==> src/rtl/cp_pkg.sv <==
package cp_pkg;
    localparam int unsigned CP_SAMPLE_W     = 16;
    localparam int unsigned CP_POINTS       = 8;
    localparam int unsigned CP_PREFIX_WORDS = 3;

    function automatic int unsigned cp_frame_words(int unsigned points, int unsigned prefix);
        return 2 * points + prefix;
    endfunction
endpackage

==> src/rtl/cp_frame_builder.sv <==
module cp_frame_builder #(
    parameter int unsigned SAMPLE_W     = cp_pkg::CP_SAMPLE_W,
    parameter int unsigned POINTS       = cp_pkg::CP_POINTS,
    parameter int unsigned PREFIX_WORDS = cp_pkg::CP_PREFIX_WORDS,
    localparam int unsigned VEC_W       = SAMPLE_W * POINTS,
    localparam int unsigned PREFIX_W    = SAMPLE_W * PREFIX_WORDS,
    localparam int unsigned FRAME_W     = 2 * VEC_W + PREFIX_W
) (
    input  logic [VEC_W-1:0]   re_i,
    input  logic [VEC_W-1:0]   im_i,
    output logic [FRAME_W-1:0] frame_o
);
    generate
        if (PREFIX_WORDS == 0) begin : g_no_prefix
            assign frame_o = {re_i, im_i};
        end else begin : g_prefix
            // prefix repeats the low end of the imaginary vector
            assign frame_o = {re_i, im_i, im_i[PREFIX_W-1:0]};
        end
    endgenerate
endmodule

==> src/rtl/cp_serializer.sv <==
module cp_serializer #(
    parameter int unsigned SAMPLE_W     = cp_pkg::CP_SAMPLE_W,
    parameter int unsigned POINTS       = cp_pkg::CP_POINTS,
    parameter int unsigned PREFIX_WORDS = cp_pkg::CP_PREFIX_WORDS,
    localparam int unsigned VEC_W       = SAMPLE_W * POINTS,
    localparam int unsigned FRAME_W     = 2 * VEC_W + SAMPLE_W * PREFIX_WORDS,
    localparam int unsigned N_WORDS     = cp_pkg::cp_frame_words(POINTS, PREFIX_WORDS),
    localparam int unsigned CNT_W       = $clog2(N_WORDS + 1)
) (
    input  logic                clk,
    input  logic                rst_n,
    input  logic                ld_i,
    input  logic [FRAME_W-1:0]  frame_i,
    output logic                ld_ready_o,
    output logic [SAMPLE_W-1:0] word_o,
    output logic                vld_o
);
    typedef struct packed {
        logic [FRAME_W-1:0] shreg;
        logic [CNT_W-1:0]   left;
    } ser_st_t;

    ser_st_t st_d, st_q;
    logic    take;

    always_comb begin
        st_d = st_q;
        take = ld_i && ld_ready_o;
        if (st_q.left != '0) begin
            st_d.shreg = st_q.shreg << SAMPLE_W;
            st_d.left  = st_q.left - CNT_W'(1);
        end
        if (take) begin
            st_d.shreg = frame_i;
            st_d.left  = CNT_W'(N_WORDS);
        end
    end

    always_ff @(posedge clk) begin
        if (!rst_n) begin
            st_q <= '0;
        end else begin
            st_q <= st_d;
        end
    end

    assign ld_ready_o = (st_q.left <= CNT_W'(1));
    assign vld_o      = (st_q.left != '0);
    assign word_o     = st_q.shreg[FRAME_W-1 -: SAMPLE_W];

    // an accepted load starts streaming on the next cycle
    a_r2_load_starts: assert property (@(posedge clk) disable iff (!rst_n)
        (ld_i && ld_ready_o) |=> vld_o);

    // mid-frame the stream never breaks
    a_r3_no_break: assert property (@(posedge clk) disable iff (!rst_n)
        (vld_o && !ld_ready_o) |=> vld_o);

    // next word is the one that sat below the current one
    a_r3_word_order: assert property (@(posedge clk) disable iff (!rst_n)
        (vld_o && !ld_ready_o) |=> (word_o == $past(st_q.shreg[FRAME_W-SAMPLE_W-1 -: SAMPLE_W])));

    // idle transmitter always accepts
    a_r4_idle_ready: assert property (@(posedge clk) disable iff (!rst_n)
        !vld_o |-> ld_ready_o);

    // back-to-back load presents the new frame head immediately
    a_r5_gapless: assert property (@(posedge clk) disable iff (!rst_n)
        (ld_i && ld_ready_o && vld_o) |=> (vld_o && word_o == $past(frame_i[FRAME_W-1 -: SAMPLE_W])));
endmodule

==> src/rtl/cp_deserializer.sv <==
module cp_deserializer #(
    parameter int unsigned SAMPLE_W     = cp_pkg::CP_SAMPLE_W,
    parameter int unsigned POINTS       = cp_pkg::CP_POINTS,
    parameter int unsigned PREFIX_WORDS = cp_pkg::CP_PREFIX_WORDS,
    localparam int unsigned VEC_W       = SAMPLE_W * POINTS,
    localparam int unsigned BODY_W      = 2 * VEC_W,
    localparam int unsigned BODY_WORDS  = 2 * POINTS,
    localparam int unsigned N_WORDS     = cp_pkg::cp_frame_words(POINTS, PREFIX_WORDS),
    localparam int unsigned CNT_W       = $clog2(N_WORDS + 1)
) (
    input  logic                clk,
    input  logic                rst_n,
    input  logic [SAMPLE_W-1:0] word_i,
    input  logic                word_vld_i,
    output logic [VEC_W-1:0]    re_o,
    output logic [VEC_W-1:0]    im_o,
    output logic                vld_o
);
    typedef struct packed {
        logic [BODY_W-1:0] body;
        logic [CNT_W-1:0]  idx;
        logic [VEC_W-1:0]  re;
        logic [VEC_W-1:0]  im;
        logic              vld;
    } des_st_t;

    des_st_t st_d, st_q;

    always_comb begin
        st_d     = st_q;
        st_d.vld = 1'b0;
        if (word_vld_i) begin
            if (st_q.idx < CNT_W'(BODY_WORDS)) begin
                st_d.body = {st_q.body[BODY_W-SAMPLE_W-1:0], word_i};
            end
            if (st_q.idx == CNT_W'(N_WORDS - 1)) begin
                st_d.idx = '0;
                st_d.re  = st_d.body[BODY_W-1:VEC_W];
                st_d.im  = st_d.body[VEC_W-1:0];
                st_d.vld = 1'b1;
            end else begin
                st_d.idx = st_q.idx + CNT_W'(1);
            end
        end
    end

    always_ff @(posedge clk) begin
        if (!rst_n) begin
            st_q <= '0;
        end else begin
            st_q <= st_d;
        end
    end

    assign re_o  = st_q.re;
    assign im_o  = st_q.im;
    assign vld_o = st_q.vld;

    // frame completion is a single-cycle pulse
    a_r6_single_pulse: assert property (@(posedge clk) disable iff (!rst_n)
        vld_o |=> !vld_o);

    // idle input cycles leave the word count alone
    a_r8_idle_count: assert property (@(posedge clk) disable iff (!rst_n)
        !word_vld_i |=> $stable(st_q.idx));

    // rebuilt vectors only move together with the pulse
    a_r8_hold_out: assert property (@(posedge clk) disable iff (!rst_n)
        !vld_o |-> ($stable(re_o) && $stable(im_o)));
endmodule

==> src/rtl/cp_link.sv <==
module cp_link (
    input  logic         clk,
    input  logic         rst_n,
    input  logic         ld_i,
    input  logic [127:0] re_i,
    input  logic [127:0] im_i,
    output logic         ld_ready_o,
    output logic [15:0]  tx_word_o,
    output logic         tx_vld_o,
    input  logic [15:0]  rx_word_i,
    input  logic         rx_vld_i,
    output logic [127:0] rx_re_o,
    output logic [127:0] rx_im_o,
    output logic         rx_vld_o
);
    localparam int unsigned SAMPLE_W = cp_pkg::CP_SAMPLE_W;
    localparam int unsigned POINTS   = cp_pkg::CP_POINTS;
    localparam int unsigned PREFIX   = cp_pkg::CP_PREFIX_WORDS;
    localparam int unsigned FRAME_W  = 2 * SAMPLE_W * POINTS + SAMPLE_W * PREFIX;

    logic [FRAME_W-1:0] frame_w;

    cp_frame_builder #(.SAMPLE_W(SAMPLE_W), .POINTS(POINTS), .PREFIX_WORDS(PREFIX)) u_build (
        .re_i    (re_i),
        .im_i    (im_i),
        .frame_o (frame_w)
    );

    cp_serializer #(.SAMPLE_W(SAMPLE_W), .POINTS(POINTS), .PREFIX_WORDS(PREFIX)) u_ser (
        .clk        (clk),
        .rst_n      (rst_n),
        .ld_i       (ld_i),
        .frame_i    (frame_w),
        .ld_ready_o (ld_ready_o),
        .word_o     (tx_word_o),
        .vld_o      (tx_vld_o)
    );

    cp_deserializer #(.SAMPLE_W(SAMPLE_W), .POINTS(POINTS), .PREFIX_WORDS(PREFIX)) u_des (
        .clk        (clk),
        .rst_n      (rst_n),
        .word_i     (rx_word_i),
        .word_vld_i (rx_vld_i),
        .re_o       (rx_re_o),
        .im_o       (rx_im_o),
        .vld_o      (rx_vld_o)
    );
endmodule

==> config.mk <==
export PLATFORM = sky130hd
export DESIGN_NAME = cp_link
export DESIGN_NICKNAME = d
export VERILOG_FILES = /design/src/rtl/cp_pkg.sv /design/src/rtl/cp_frame_builder.sv /design/src/rtl/cp_serializer.sv /design/src/rtl/cp_deserializer.sv /design/src/rtl/cp_link.sv
export SDC_FILE = /design/constraint.sdc
export NUM_CORES = 2
export LEC_CHECK = 0
export CAP_MARGIN = 20
export CORE_MARGIN = 5
export CORE_UTILIZATION = 49
export CTS_CLUSTER_SIZE = 20
export DETAILED_ROUTE_END_ITERATION = 7
export GPL_ROUTABILITY_DRIVEN = 0
export PLACE_DENSITY = 0.74
export SETUP_SLACK_MARGIN = 0.4
export SLEW_MARGIN = 20
export SYNTH_ARGS = -nofsm -noshare
export SYNTH_HDL_FRONTEND = slang
export SYNTH_SLANG_ARGS = --single-unit
==> constraint.sdc <==
create_clock -name clk -period 1.9 [get_ports clk]
set_input_delay 0.19 -clock clk [delete_from_list [all_inputs] [get_ports clk]]
set_output_delay 0.19 -clock clk [all_outputs]
set_load 0.005 [all_outputs]
==> impl_results.md <==
* Cell count after synthesis at 3961
* Syn Nets at around 4200
* CP Cell Sequence: inv_4 > ha_4 > nor4b_4 > buf_12 > buf_6 > buf_12 > clkbuf_16 > nand2_1 > a311oi_1
* Worst EP arrival at between 2 and 3 ns
* Die Area at ~76000 µm²
* Lkg Pwr at between 0.01 and 0.015 µW
* Port-buffer cells at 550
* Final core utilization at between 60 and 70%
* DP HPWL at between 70000 and 80000 µm
* Core ar. at 70100 µm²
* CP startpoint kind: flop
* Final count of pins violating max slew at 0
* Wire per inst at 21.5 µm
* Share of the synthesized area in the top cell type at a little under half
* Pint at just under 40000 µW
* Sink Count at around 830
* Tot GR Track Use at 27.0%
* Clock buffer depth at 3
* Post-DP Area at approximately 40000 µm²
* Asr flop ratio synth at 0%
* Sequential share of power at between 30 and 40%
* Max Fclk at 484 MHz
* Commonest cells post-synth: 1089 x nand2_1, 827 x dfxtp_1, 277 x a21oi_1, 273 x buf_4
* Crit share post-route at 109%
* Num rows at 97
* Post-synthesis cell type count at 40
* Worst endpoint required time at roughly 2.4 ns
* Largest area contributor in the netlist: dfxtp_1
* Initial DRC Count at approximately 3200
* Combinational share of power at a little over a third
* Type of the most critical hold path: primary input to flop
* Via count at around 30000
* CTS Hold Buffers Added at 0
* First-pass GRT wire length at around 170000 µm
* CTS tree: yes
* Clk root buf: clkbuf_16
* Die H at approximately 280 µm
* Highest cell delay on the worst timing path at approximately 0.36 ns
* Dominant synthesized flop cell: dfxtp_1
* Final Cell Area at approximately 44000 µm²
* Overflow left after global routing at 0
* CTS H-Tree Depth at 3
* Worst vdd ir at around 0.0015 V
* Final hold vios at 0
* Sequential-to-total area share from yosys stat at 47.7%
* Skew-Pair Late Insertion Delay at between 0.6 and 0.7 ns
* Synthesis-to-finish area growth at 25.9%
* Clock share of power at 27.5%
* Status: complete, but fails checks
* Most frequent cell after synthesis: nand2_1
* Worst setup path class: flop to flop
* Synthesis-stage register bit count at 827
* TritonCTS Buffers at 84
* Pwr Total at 60600 µW
* Critical path's slowest cell: dfxtp_4
* Layout cell share with drive strength beyond 1 at between 10 and 15%
* Relative slew slack at approximately three fifths
* R2R cell count at 9
* Max_cap viols at 0
* Net switching power at between 20000 and 25000 µW
* Setup ws final at -0.167 ns
* Ports at 551
* Worst hold path depth at 3
* Worst slew pin tran at around 0.63 ns
* Antenna violations before repair at 17
* Ranking of synthesized cells by area: dfxtp_1 48%, nand2_1 12%, mux2i_1 7.4%, o2bb2ai_1 6.5%, buf_4 5.9%
* Crit-path max FO at 13
* CP most frequent cell: buf_12
* Die W at between 200 and 300 µm
* CP endpoint kind: flop
* PwrDens at between 1000 and 1500 nW/µm²
* Drt pass-1 iters at 6
* Largest net degree at the start of global routing at approximately 110
* Setup Viol. Count Final at 98
* Vias/cell at 5.84
* Synthesis Warnings at 0
* Min cycle time layout at about 2.1 ns
* Cell Area, Synth at between 30000 and 40000 µm²
* WL final at 111000 µm
* Clk_skew at about 0.03 ns
* RSZ-0062 raised after global routing: true
* # DRC at 0
* Syn avg cell area at 8.76 µm²
* Setup TNS at -2.15 ns
* Number of synthesized flops with an enable pin at 0
* Clk slew on worst S/H paths at roughly 0.06 ns
* Failing checks: negative setup slack
* Nets at approximately 4400
* Post-route antenna net violation count at 0
* Vias in the first global route at 28563
* Sw Share at between 30% and 40%
* Initial Util at between 40% and 50%
final timing paths:
check | from | end | slack (ns)
setup / recovery | u_ser.st_q[0] | u_ser.st_q[178] | -0.17
setup reg to reg | u_ser.st_q[0] | u_ser.st_q[178] | -0.17
hold / removal | rst_n | u_des.im_o[98] | 0.05
hold reg to reg | u_des.st_q[509] | u_des.st_q[509] | 0.45
logic make-up after synthesis:
logic type      share of synthesized area, %
compound gates                          18.5
flops                                   47.7
simple gates                            15.7
fa+ha+maj                              0.144
xor+xnor                               0.126
mux                                     7.42
buf+inv                                 10.4
critical path: cells and delay by family, from the launching register on:
| family | cells | cell delay [ns] |
|---|---|---|
| buffers and inverters | 5 | 0.76 |
| and+or+nand+nor | 2 | 0.36 |
| DFF | 1 | 0.36 |
| AOI/OAI and AO/OA | 1 | 0.34 |
| adders and majority gates | 1 | 0.12 |
power by group through the flow:
stage	logic (µW)	clock network [µW]	registers [µW]
5_1_grt	22700	17600	22900
3_5_place_dp	18000	0	22800
3_3_place_gp	17700	0	22800
6_report	21300	16700	22700
4_1_cts	19300	16800	22500
2_1_floorplan	12900	0	22000
cell type report:
cell class,instances,area [µm²]
fillers,5914,26500
flip-flops and latches,827,16600
multi-input cells,2493,15200
repair buffers,711,7820
clock buffers,121,2490
well taps,940,1180
clock inverters,28,299
inverters,6,48.8
diodes,12,30.0
repair inverters,1,8.76
state kept, by name, summed over array words and instances, names as in the netlist:
register,flops
u_ser.word_o,16
u_ser.st_q,293
u_des.st_q,261
u_des.re_o,128
u_des.im_o,128
u_des.vld_o,1
metal layers:
layer	up-vias	global-route usage [%]	wire length [µm]
met5	-	0	64
met4	10	11.0	4720
met3	245	5.13	8040
met2	1264	44.6	52800
met1	14486	34.9	45100
li1	14020	-	-
cell usage in the layout (no fill, tap or decap), types with 14 or more instances in the layout:
cell,instances
a31oi_1,64
clkbuf_1,14
a311oi_2,57
clkdlybuf4s50_1,547
o211ai_1,16
nand3_1,16
buf_12,62
nor3_1,193
o2bb2ai_1,256
nand2_1,1089
nor3_2,32
clkinv_2,15
clkbuf_8,21
clkbuf_16,91
a311oi_1,167
mux2i_1,256
a21oi_1,275
dfxtp_1,823
o31ai_2,20
buf_4,78
repair_timing:
item,in CTS,in global routing
pin swaps,23,5
resized for setup,36,63
gates cloned,4,5
setup buffers,9,1
endpoints found under the setup margin,849,1060
through the flow:
| stage | cells | hold slack (ns) | setup WS (ns) |
|---|---|---|---|
| after floorplan | 3961 | 0.326 | 0.253 |
| after global placement | 4959 | 0.441 | -0.0588 |
| after detailed placement | 4959 | 0.445 | -0.126 |
| after CTS | 5121 | 0.00541 | -0.0647 |
| after global routing | 5136 | 0.0272 | -0.217 |
| final | 5139 | 0.0486 | -0.167 |
Power figures use the tool's default switching activity.
